`config.mk`:
```
export PLATFORM = sky130hd
export DESIGN_NAME = smm_region_guard
export DESIGN_NICKNAME = d
export VERILOG_FILES = /design/src/rtl/smg_pkg.sv /design/src/rtl/smg_cfg_regs.sv /design/src/rtl/smg_tseg_window.sv /design/src/rtl/smg_route.sv /design/src/rtl/smm_region_guard.sv
export SDC_FILE = /design/constraint.sdc
export NUM_CORES = 1
export LEC_CHECK = 0
export BUFFER_PORTS_ARGS = -buffer_cell sky130_fd_sc_hd__buf_2
export CAP_MARGIN = 10
export CELL_PAD_IN_SITES_DETAIL_PLACEMENT = 0
export CELL_PAD_IN_SITES_GLOBAL_PLACEMENT = 1
export CORE_UTILIZATION = 30
export DETAILED_ROUTE_END_ITERATION = 16
export GPL_TIMING_DRIVEN = 0
export PLACE_DENSITY = 0.83
export SETUP_SLACK_MARGIN = 0.2
export SLEW_MARGIN = 20
export SYNTH_ARGS = -nofsm -noshare
export SYNTH_HDL_FRONTEND = slang
export SYNTH_HIERARCHICAL = 1
export SYNTH_SLANG_ARGS = --single-unit
```
`constraint.sdc`:
```
create_clock -name clk -period 8.17 [get_ports clk]
set_input_delay 1.634 -clock clk [delete_from_list [all_inputs] [get_ports clk]]
set_output_delay 1.634 -clock clk [all_outputs]
set_load 0.01 [all_outputs]
```
`src/rtl/smg_pkg.sv`:
```
package smg_pkg;
   typedef enum logic [1:0] {
      RT_DRAM = 2'd0,
      RT_PCI  = 2'd1,
      RT_HOLE = 2'd2
   } route_e;

   typedef enum logic [1:0] {
      SEL_CTL   = 2'd0,
      SEL_XCTL  = 2'd1,
      SEL_TSIZE = 2'd2,
      SEL_NONE  = 2'd3
   } cfg_sel_e;

   localparam int CTL_OPEN  = 6;
   localparam int CTL_CLOSE = 5;
   localparam int CTL_LOCK  = 4;
   localparam int CTL_GEN   = 3;
   localparam int XCTL_HEN  = 7;
   localparam int XCTL_TEN  = 0;

   localparam logic [7:0] CTL_MASK_FREE  = 8'h78;
   localparam logic [7:0] CTL_MASK_LOCK  = 8'h20;
   localparam logic [7:0] XCTL_MASK_FREE = 8'h87;
   localparam logic [7:0] XCTL_MASK_LOCK = 8'h00;

   localparam logic [15:0] TSIZE_QUERY = 16'hFFFF;
   localparam int          MIB_SHIFT   = 20;
endpackage

```
`src/rtl/smg_cfg_regs.sv`:
```
module smg_cfg_regs
   import smg_pkg::*;
#(
   parameter int EXT_TSEG_MB = 16
) (
   input  logic        clk,
   input  logic        rst_n,
   input  logic        we,
   input  logic [1:0]  sel,
   input  logic [15:0] wdata,
   output logic [7:0]  ctl_q,
   output logic [7:0]  xctl_q,
   output logic [15:0] tsize_q
);
   localparam logic [15:0] EXT_MB16 = 16'(EXT_TSEG_MB);

   logic       locked;
   logic [7:0] ctl_mask, xctl_mask, ctl_nxt, xctl_nxt;
   logic [15:0] tsize_nxt;

   assign locked    = ctl_q[CTL_LOCK];
   assign ctl_mask  = locked ? CTL_MASK_LOCK  : CTL_MASK_FREE;
   assign xctl_mask = locked ? XCTL_MASK_LOCK : XCTL_MASK_FREE;

   always_comb begin
      ctl_nxt = (ctl_q & ~ctl_mask) | (wdata[7:0] & ctl_mask);
      if (ctl_nxt[CTL_LOCK]) ctl_nxt[CTL_OPEN] = 1'b0;
      xctl_nxt = (xctl_q & ~xctl_mask) | (wdata[7:0] & xctl_mask);
   end

   generate
      if (EXT_TSEG_MB > 0) begin : g_query
         always_comb begin
            tsize_nxt = wdata;
            if (wdata == TSIZE_QUERY) tsize_nxt = EXT_MB16;
         end
      end else begin : g_plain
         always_comb tsize_nxt = wdata;
      end
   endgenerate

   always_ff @(posedge clk) begin
      if (!rst_n) begin
         ctl_q   <= 8'h00;
         xctl_q  <= 8'h00;
         tsize_q <= (EXT_TSEG_MB > 0) ? TSIZE_QUERY : 16'h0000;
      end else if (we) begin
         case (cfg_sel_e'(sel))
            SEL_CTL:   ctl_q   <= ctl_nxt;
            SEL_XCTL:  xctl_q  <= xctl_nxt;
            SEL_TSIZE: tsize_q <= tsize_nxt;
            default:   ;
         endcase
      end
   end
endmodule

```
`src/rtl/smg_tseg_window.sv`:
```
module smg_tseg_window
   import smg_pkg::*;
#(
   parameter int          ADDR_W      = 32,
   parameter logic [63:0] LOW_MEM_TOP = 64'h8000_0000,
   parameter int          EXT_TSEG_MB = 16
) (
   input  logic [ADDR_W-1:0] addr,
   input  logic [2:0]        xctl_lo,
   output logic              hit
);
   logic [15:0] size_mb;
   logic [63:0] size_b, base, addr64;

   always_comb begin
      unique case (xctl_lo[2:1])
         2'b00:   size_mb = 16'd1;
         2'b01:   size_mb = 16'd2;
         2'b10:   size_mb = 16'd8;
         default: size_mb = 16'(EXT_TSEG_MB);
      endcase
      if (!xctl_lo[XCTL_TEN]) size_mb = 16'd0;
   end

   assign size_b = 64'(size_mb) << MIB_SHIFT;
   assign base   = LOW_MEM_TOP - size_b;
   assign addr64 = 64'(addr);
   assign hit    = (size_mb != 16'd0) && (addr64 >= base) && (addr64 < LOW_MEM_TOP);
endmodule

```
`src/rtl/smg_route.sv`:
```
module smg_route
   import smg_pkg::*;
#(
   parameter int          ADDR_W        = 32,
   parameter logic [63:0] LOW_MEM_TOP   = 64'h8000_0000,
   parameter logic [63:0] LEGACY_BASE   = 64'h000A_0000,
   parameter logic [63:0] LEGACY_SIZE   = 64'h0002_0000,
   parameter logic [63:0] ALIAS_BASE    = 64'hFEDA_0000,
   parameter bit          HIGH_ALIAS_EN = 1'b1
) (
   input  logic [ADDR_W-1:0] addr,
   input  logic              smm,
   input  logic              open,
   input  logic              gen,
   input  logic              hen,
   input  logic              tseg_hit,
   output logic [1:0]        route,
   output logic [ADDR_W-1:0] dram_addr,
   output logic [31:0]       hole_data
);
   logic [63:0] addr64;
   logic        lo_hit, hi_hit, lo_ram, hi_ram;
   route_e      rt;

   assign addr64 = 64'(addr);
   assign lo_hit = (addr64 >= LEGACY_BASE) && (addr64 < LEGACY_BASE + LEGACY_SIZE);

   generate
      if (HIGH_ALIAS_EN) begin : g_alias
         assign hi_hit = (addr64 >= ALIAS_BASE) && (addr64 < ALIAS_BASE + LEGACY_SIZE);
      end else begin : g_no_alias
         assign hi_hit = 1'b0;
      end
   endgenerate

   // SMM view overrides the non-SMM view only where global enable grants it
   assign lo_ram = (smm & gen & ~hen) | (open & ~hen);
   assign hi_ram = (smm & gen &  hen) | (open &  hen);

   always_comb begin
      rt        = RT_PCI;
      dram_addr = addr;
      if (lo_hit) begin
         rt = lo_ram ? RT_DRAM : RT_PCI;
      end else if (hi_hit) begin
         rt        = hi_ram ? RT_DRAM : RT_PCI;
         dram_addr = ADDR_W'(addr64 - ALIAS_BASE + LEGACY_BASE);
      end else if (tseg_hit) begin
         rt = smm ? RT_DRAM : RT_HOLE;
      end else if (addr64 < LOW_MEM_TOP) begin
         rt = RT_DRAM;
      end
   end

   assign route     = rt;
   assign hole_data = (rt == RT_HOLE) ? 32'hFFFF_FFFF : 32'h0000_0000;
endmodule

```
`src/rtl/smm_region_guard.sv`:
```
module smm_region_guard
   import smg_pkg::*;
#(
   parameter int          ADDR_W          = 32,
   parameter logic [63:0] LOW_MEM_TOP     = 64'h8000_0000,
   parameter int          EXT_TSEG_MB     = 16,
   parameter int          EXT_TSEG_MAX_MB = 4095,
   parameter bit          HIGH_ALIAS_EN   = 1'b1
) (
   input  logic              clk,
   input  logic              rst_n,
   input  logic              cfg_we,
   input  logic [1:0]        cfg_sel,
   input  logic [15:0]       cfg_wdata,
   output logic [15:0]       cfg_rdata,
   input  logic [ADDR_W-1:0] acc_addr,
   input  logic              acc_smm,
   output logic [1:0]        route_o,
   output logic [ADDR_W-1:0] dram_addr_o,
   output logic [31:0]       hole_data_o
);
   localparam logic [63:0] LEGACY_BASE = 64'h000A_0000;
   localparam logic [63:0] LEGACY_SIZE = 64'h0002_0000;
   localparam logic [63:0] ALIAS_BASE  = 64'hFEDA_0000;
   localparam int          FIX_MAX_MB  = 8;
   localparam int          BIG_MB      = (EXT_TSEG_MB > FIX_MAX_MB) ? EXT_TSEG_MB : FIX_MAX_MB;
   localparam logic [63:0] BIG_BYTES   = 64'(BIG_MB) << MIB_SHIFT;

   generate
      if (ADDR_W < 32 || ADDR_W > 48) begin : g_bad_aw
         $error("ADDR_W must lie in 32..48");
      end
      if (EXT_TSEG_MB < 0 || EXT_TSEG_MB > EXT_TSEG_MAX_MB) begin : g_bad_ext
         $error("EXT_TSEG_MB outside 0..EXT_TSEG_MAX_MB");
      end
      if (EXT_TSEG_MAX_MB >= 65535) begin : g_bad_max
         $error("EXT_TSEG_MAX_MB must stay below the query code");
      end
      if (LOW_MEM_TOP < BIG_BYTES || LOW_MEM_TOP > ALIAS_BASE) begin : g_bad_top
         $error("LOW_MEM_TOP cannot hold the largest carve-out");
      end
   endgenerate

   logic [7:0]  ctl_q, xctl_q;
   logic [15:0] tsize_q;
   logic        tseg_hit;

   smg_cfg_regs #(.EXT_TSEG_MB(EXT_TSEG_MB)) u_regs (
      .clk     (clk),
      .rst_n   (rst_n),
      .we      (cfg_we),
      .sel     (cfg_sel),
      .wdata   (cfg_wdata),
      .ctl_q   (ctl_q),
      .xctl_q  (xctl_q),
      .tsize_q (tsize_q)
   );

   smg_tseg_window #(
      .ADDR_W      (ADDR_W),
      .LOW_MEM_TOP (LOW_MEM_TOP),
      .EXT_TSEG_MB (EXT_TSEG_MB)
   ) u_tseg (
      .addr    (acc_addr),
      .xctl_lo (xctl_q[2:0]),
      .hit     (tseg_hit)
   );

   smg_route #(
      .ADDR_W        (ADDR_W),
      .LOW_MEM_TOP   (LOW_MEM_TOP),
      .LEGACY_BASE   (LEGACY_BASE),
      .LEGACY_SIZE   (LEGACY_SIZE),
      .ALIAS_BASE    (ALIAS_BASE),
      .HIGH_ALIAS_EN (HIGH_ALIAS_EN)
   ) u_route (
      .addr      (acc_addr),
      .smm       (acc_smm),
      .open      (ctl_q[CTL_OPEN]),
      .gen       (ctl_q[CTL_GEN]),
      .hen       (xctl_q[XCTL_HEN]),
      .tseg_hit  (tseg_hit),
      .route     (route_o),
      .dram_addr (dram_addr_o),
      .hole_data (hole_data_o)
   );

   always_comb begin
      unique case (cfg_sel_e'(cfg_sel))
         SEL_CTL:   cfg_rdata = {8'h00, ctl_q};
         SEL_XCTL:  cfg_rdata = {8'h00, xctl_q};
         SEL_TSIZE: cfg_rdata = tsize_q;
         default:   cfg_rdata = 16'h0000;
      endcase
   end
endmodule

```
==> results.json, run 1 <==
{
  "die_x_um": 90.41,
  "path_class": "primary input to output port",
  "tightest_slew_ns": 0.5440,
  "cts-root-buf": "clkbuf_8",
  "cts_made_buffers": 3,
  "p_leak_nw": 1.708,
  "cts_hold_buf": 0,
  "cts_resized": 0,
  "tns_ns": 0,
  "async_flop_share_pct": 0,
  "slew_viol_final": 0,
  "rrSetupSlack_ns": 6.93,
  "drc_errors": 0,
  "min_to": "u_regs/tsize_q[14]",
  "grt_util_all_layers_pct": 15.34,
  "cp-start-kind": "primary input",
  "critPathMaxFanout": 32,
  "ir_worst_vdd_mv": 0.07011,
  "hold_viol": 0,
  "io_pins": 136,
  "power_density_nw_per_um2": 103.2,
  "ys_warn_count": 6,
  "syn-mean-instance-area_um2": 8.256,
  "timing.fmax_mhz": 179.6,
  "clk_path_buf_depth": 2,
  "crit_path_cell_trace": "buf_2 -> ha_1 -> nand4_1 -> nor3_1 -> a211oi_1 -> a311oi_1 -> and4b_2 -> buf_4 -> buf_2",
  "initial_core_util_pct": 31.65,
  "routabilityCongestion": 0.8409,
  "synth_edf_count": 0,
  "rows": 31,
  "regToRegStartpoint": "u_regs/ctl_q[4]",
  "hold_depth": 2,
  "drtIter0Drc": 69,
  "final_antenna_net_count": 0,
  "crit_arrival_ns": 3.93,
  "final_common_cell": "buf_2",
  "dpl.cell_count": 525,
  "port_buffers": 135,
  "syn2layout_area_growth_pct": 38.26,
  "drive_above_1_share_pct": 50.93,
  "syn_inst": 284,
  "crit_family": "simple AND/OR/NAND/NOR gates",
  "period_minus_slack_ns": 5.567,
  "finalNetCount": 498,
  "min_from": "u_regs/tsize_q[14]",
  "coreArea_um2": 7408,
  "antenna_found_initial": 0,
  "critPathSlowestCell": "and4b_2",
  "grt.overflow.total": 0,
  "fin_skew_ns": 0.0007293,
  "grt_pass1_wl_um": 10430,
  "die_area_um2": 8173,
  "synthDistinctLibCells": 45,
  "rsz0062_at_grt": "no",
  "stdcell_count": 529,
  "cp_num_cells": 9,
  "grt_max_degree": 33,
  "synth.area.top_cells": "dfxtp_1 (20%), buf_4 (19%), ha_1 (6.9%), nand2_1 (6.2%), mux2i_1 (6.0%)",
  "antenna_cells": 0,
  "clk_latency_ns": 0.27,
  "via_per_inst": 4.541,
  "yosys.area.top_type_share_pct": 20.49,
  "period_share_pct": 68.14,
  "required_ns": 6.54,
  "synthFlopType": "dfxtp_1",
  "tritoncts": "built",
  "crit_top_cell": "buf_2",
  "die_y_um": 90.41,
  "wl_per_cell_um": 12.28,
  "mostFrequentLayoutCells": "buf_2 (136), buf_4 (59), nand2_1 (39)",
  "clkSinkCount": 24,
  "synth_top_area_cell": "dfxtp_1",
  "htreeDepth": 1,
  "fillers": 773,
  "hold_class": "flip-flop to flip-flop",
  "cts_setup_buffers": 0,
  "status": "complete, no violations",
  "setup_violations": 0,
  "cp_num_buf_inv": 3,
  "netlist_area_um2": 2345,
  "synth_seq_area_share_pct": 20.49,
  "grt_pass1_vias": 2121,
  "wl_um": 6497,
  "clk_pin_slew_ns": 0.09,
  "max_stage_delay_ns": 0.64,
  "cp-end-kind": "output port",
  "vias": 2402,
  "hpwl_um": 5230,
  "synth-seq-cells": 24,
  "dr.pass1.iters": 4,
  "maxSlewHeadroom_pct": 63.66,
  "reg2reg_depth": 3,
  "cap_violations": 0
}
## worst register-to-register path, delay by kind of cell (launching register included)
| kind | cells | cell delay (ns) |
|---|---|---|
| flip-flops | 1 | 0.36 |
| AND/OR/NAND/NOR | 2 | 0.55 |
| multiplexers | 1 | 0.24 |
## routing by layer
layer | share of wire [%] | global-route usage, % | vias to the layer above
met2 | 46 | 25.89 | 98
met3 | 7.7 | 3.451 | 4
met4 | 0.69 | 3.629 | 0
met1 | 46 | 19.76 | 1061
li1 | - | - | 1239
met5 | 0 | 0 | -
## report_power, final
group | switching, mW | total, mW | internal [mW]
registers | 0.00351 | 0.126 | 0.122
logic | 0.0514 | 0.102 | 0.0506
clock network | 0.0410 | 0.107 | 0.0656
## through the flow
stage               worst slack (ns)  instance area (um2)  utilization [%]  hold slack (ns)  total power, mW
finish                         2.603                 3242            43.76           0.4693           0.3345
global route                   2.376                 3242            43.76           0.4920           0.3532
floorplan                      3.096                 2371                -           0.4260           0.1868
detailed placement             2.593                 3171            42.80           0.4425           0.2312
global placement               2.612                 3171            42.80           0.4438           0.2295
CTS                            2.589                 3242            43.76           0.4723           0.3393
## layout make-up
class,count,area (um2),area share (%)
Multi-Input combinational cell,192,1354,41.76
Timing Repair Buffer,135,675.6,20.84
Buffer,69,514.2,15.86
Sequential cell,24,480.5,14.82
Tap cell,99,123.9,3.821
Clock buffer,3,41.29,1.274
Clock inverter,1,30.03,0.9263
Inverter,6,22.52,0.6947
## cell usage after synthesis (all sizes together), types with 2 or more instances
master and n:
mux2i 14, nand4 9, nand2 40, nand3b 2, a21boi 4, a21oi 5, o2bb2ai 8, nor4b 3
clkbuf 5, nand2b 3, dfxtp 24, nor4 6, inv 6, ha 13, nor3 3, and4bb 2
and2 13, o211ai 16, nor2b 10, buf 64, nor2 4, o21ai 6, a211oi 2, and4b 2
o21a 5, nand3 5
## how the worst max path moves through the flow
| stage | from | end | slack [ns] |
|---|---|---|---|
| after floorplan | acc_addr[29] | hole_data_o[10] | 3.10 |
| after global placement | acc_addr[31] | hole_data_o[11] | 2.61 |
| after detailed placement | acc_addr[29] | hole_data_o[4] | 2.59 |
| after CTS | acc_addr[29] | hole_data_o[4] | 2.59 |
| after global routing | acc_addr[29] | hole_data_o[7] | 2.38 |
| final | acc_addr[29] | hole_data_o[30] | 2.60 |
## kinds of logic after synthesis
family	after synthesis	share of synthesized area (%)
flip-flops	24	20.49
buffers and inverters	75	22.89
multiplexers	14	5.976
XOR/XNOR	2	0.7472
other	1	0.1599
AND/OR/NAND/NOR	105	26.95
adder cells (fa/ha/maj)	13	6.937
AO/OA/AOI/OAI	50	15.85
No activity file was read; power rests on OpenSTA's default activity.
==> run 2, diff against run 1 <==
Settings changed: ABC_AREA from default to 1, CORE_UTILIZATION 30 to 27, PLACE_DENSITY 0.83 to 0.8.
Clock period 8.17 ns to 4.7 ns, I/O delays scaled along.
==> run 2 against run 1 <==
  * Wire length increased by 16%
  * Area after synthesis increased by 17%
  * Clock power up 69%
  * Cell count increased by 41%
  * Combinational power rose by 96%
  * Clock-buffer cell count did not move
  * Critical path type unchanged
==> results.json, run 2 <==
{
  "status": "complete, no violations",
  "synth.area.top_cells": "dfxtp_1 (17%), buf_4 (16%), nand2_1 (13%), nor2_1 (9.7%), inv_1 (9.1%)",
  "tns_ns": 0,
  "synthMostInstantiatedCell": "nand2_1",
  "wl_um": 7544,
  "min_from": "u_regs/tsize_q[12]",
  "cp-start-kind": "primary input",
  "cts_resized": 0,
  "ys_warn_count": 6,
  "dr.pass1.iters": 4,
  "grt_util_all_layers_pct": 13.84,
  "reg2reg_depth": 4,
  "timing.fmax_mhz": 262.7,
  "tightest_slew_ns": 0.5059,
  "drtIter0Drc": 132,
  "coreArea_um2": 9819,
  "final_antenna_net_count": 0,
  "clkSinkCount": 24,
  "io_pins": 136,
  "critPathMaxFanout": 27,
  "tritoncts": "built",
  "power_density_nw_per_um2": 162.3,
  "synth_top_area_cell": "dfxtp_1",
  "cts_made_buffers": 3,
  "vias": 3119,
  "required_ns": 3.76,
  "drive_above_1_share_pct": 36.50,
  "antenna_cells": 0,
  "mostFrequentLayoutCells": "buf_2 (136), nand2_1 (96), nor2_1 (70)",
  "finalNetCount": 679,
  "syn-mean-instance-area_um2": 5.924,
  "hpwl_um": 6337,
  "hold_depth": 2,
  "wl_met3_um": 448,
  "antenna_found_initial": 0,
  "grt_pass1_wl_um": 11760,
  "synth_edf_count": 0,
  "fillers": 1093,
  "netlist_area_um2": 2749,
  "port_buffers": 135,
  "syn2layout_area_growth_pct": 34.68,
  "drc_errors": 0,
  "async_flop_share_pct": 0,
  "synthDistinctLibCells": 30,
  "regToRegStartpoint": "u_regs/ctl_q[4]",
  "cap_violations": 0,
  "die_x_um": 102.9,
  "via_per_inst": 4.192,
  "rsz0062_at_grt": "no",
  "final_common_cell": "buf_2",
  "die_y_um": 102.9,
  "ir_worst_vdd_mv": 0.1456,
  "rows": 36,
  "setup_violations": 0,
  "hold_viol": 0,
  "hold_class": "flip-flop to flip-flop",
  "slew_viol_final": 0,
  "clk_latency_ns": 0.26,
  "clk_path_buf_depth": 2,
  "synth-seq-cells": 24,
  "maxSlewHeadroom_pct": 66.27,
  "p_leak_nw": 2.180,
  "ys_top_cells_by_count": "nand2_1 (96), nor2_1 (71), inv_1 (67), buf_4 (59), nand3_1 (38)",
  "route.met2.wl_um": 3369,
  "synthFlopType": "dfxtp_1",
  "min_to": "u_regs/tsize_q[12]",
  "synth_seq_area_share_pct": 17.48,
  "die_area_um2": 10590,
  "grt_pass1_vias": 2574,
  "period_minus_slack_ns": 3.806,
  "htreeDepth": 1,
  "seq_area_um2": 480.5,
  "crit_arrival_ns": 2.87,
  "initial_core_util_pct": 27.99,
  "syn_inst": 464,
  "routabilityCongestion": 0.8136,
  "final_core_util_pct": 37.70,
  "grt_max_degree": 28,
  "period_share_pct": 80.98,
  "multi_input_area_um2": 1503,
  "top_layer": "met4",
  "cts-root-buf": "clkbuf_8",
  "cts_hold_buf": 0,
  "rrSetupSlack_ns": 3.54,
  "grt.overflow.total": 0,
  "path_class": "primary input to output port",
  "wl_per_cell_um": 10.14,
  "fin_skew_ns": 0.0002590,
  "met1_length_um": 3708,
  "yosys.area.top_type_share_pct": 17.48,
  "clk_pin_slew_ns": 0.09,
  "cp-end-kind": "output port",
  "cts_setup_buffers": 0
}
-- run 2: stage by stage --
stage	hold WS (ns)	power, mW	std cells	area (um2)	setup WS [ns]
floorplan	0.4405	0.3410	471	2775	0.5538
global placement	0.4522	0.4231	739	3617	0.1129
detailed placement	0.4536	0.4259	740	3631	0.8794
CTS	0.4769	0.6058	744	3702	0.8732
global route	0.5119	0.6424	744	3702	0.5430
finish	0.4740	0.6010	744	3702	0.8940
-- run 2: worst max path at each step --
| stage | startpoint | end | slack, ns | cells after the start |
|---|---|---|---|---|
| 4_1_cts | acc_addr[27] | hole_data_o[29] | 0.87 | 13 |
| 6_report | acc_addr[27] | hole_data_o[29] | 0.89 | 13 |
| 2_1_floorplan | acc_addr[27] | hole_data_o[10] | 0.55 | 10 |
| 3_3_place_gp | acc_addr[27] | hole_data_o[8] | 0.11 | 12 |
| 5_1_grt | flip-flop | hole_data_o[23] | 0.54 | 13 |
| 3_5_place_dp | acc_addr[27] | hole_data_o[29] | 0.88 | 13 |
-- run 2: cell families after synthesis --
kind of cell | after synthesis | synth area share, %
adder cells (fa/ha/maj) | 13 | 5.917
AO/OA/AOI/OAI | 56 | 10.65
other | 1 | 0.1364
AND/OR/NAND/NOR | 231 | 36.91
buffers and inverters | 139 | 28.90
flip-flops | 24 | 17.48
-- run 2: where the power goes --
part | internal (mW) | switching, mW | leakage (nW)
registers | 0.213 | 0.00718 | 0.197
logic | 0.0885 | 0.111 | 1.95
clock network | 0.114 | 0.0672 | 0.0357
total | 0.415 | 0.186 | 2.18
-- run 2: final cells by class --
type                    instances  area share, %
flip-flops and latches         24          12.98
repair buffers                136          18.55
well taps                     133          4.495
clock inverters                 1         0.8111
multi-input cells             308          40.59
plain buffers                  68          14.13
clock buffers                   3          1.115
inverters                      71          7.334
-- run 2: worst max-delay path, cell delays in order --
cell,delay (ns)
buf_2,0.14
ha_1,0.30
nand2_1,0.05
inv_1,0.06
o21ai_0,0.09
a21oi_1,0.14
nor2_1,0.07
a21oi_2,0.16
nand3b_1,0.17
nor2_2,0.27
buf_6,0.24
buf_4,0.13
buf_2,0.11
-- run 2: metal layers --
metal	vias to the layer above	global-route usage, %
li1	1680	-
met1	1327	18.98
met2	110	24.31
met3	2	0.6780
met4	0	2.275
met5	-	0
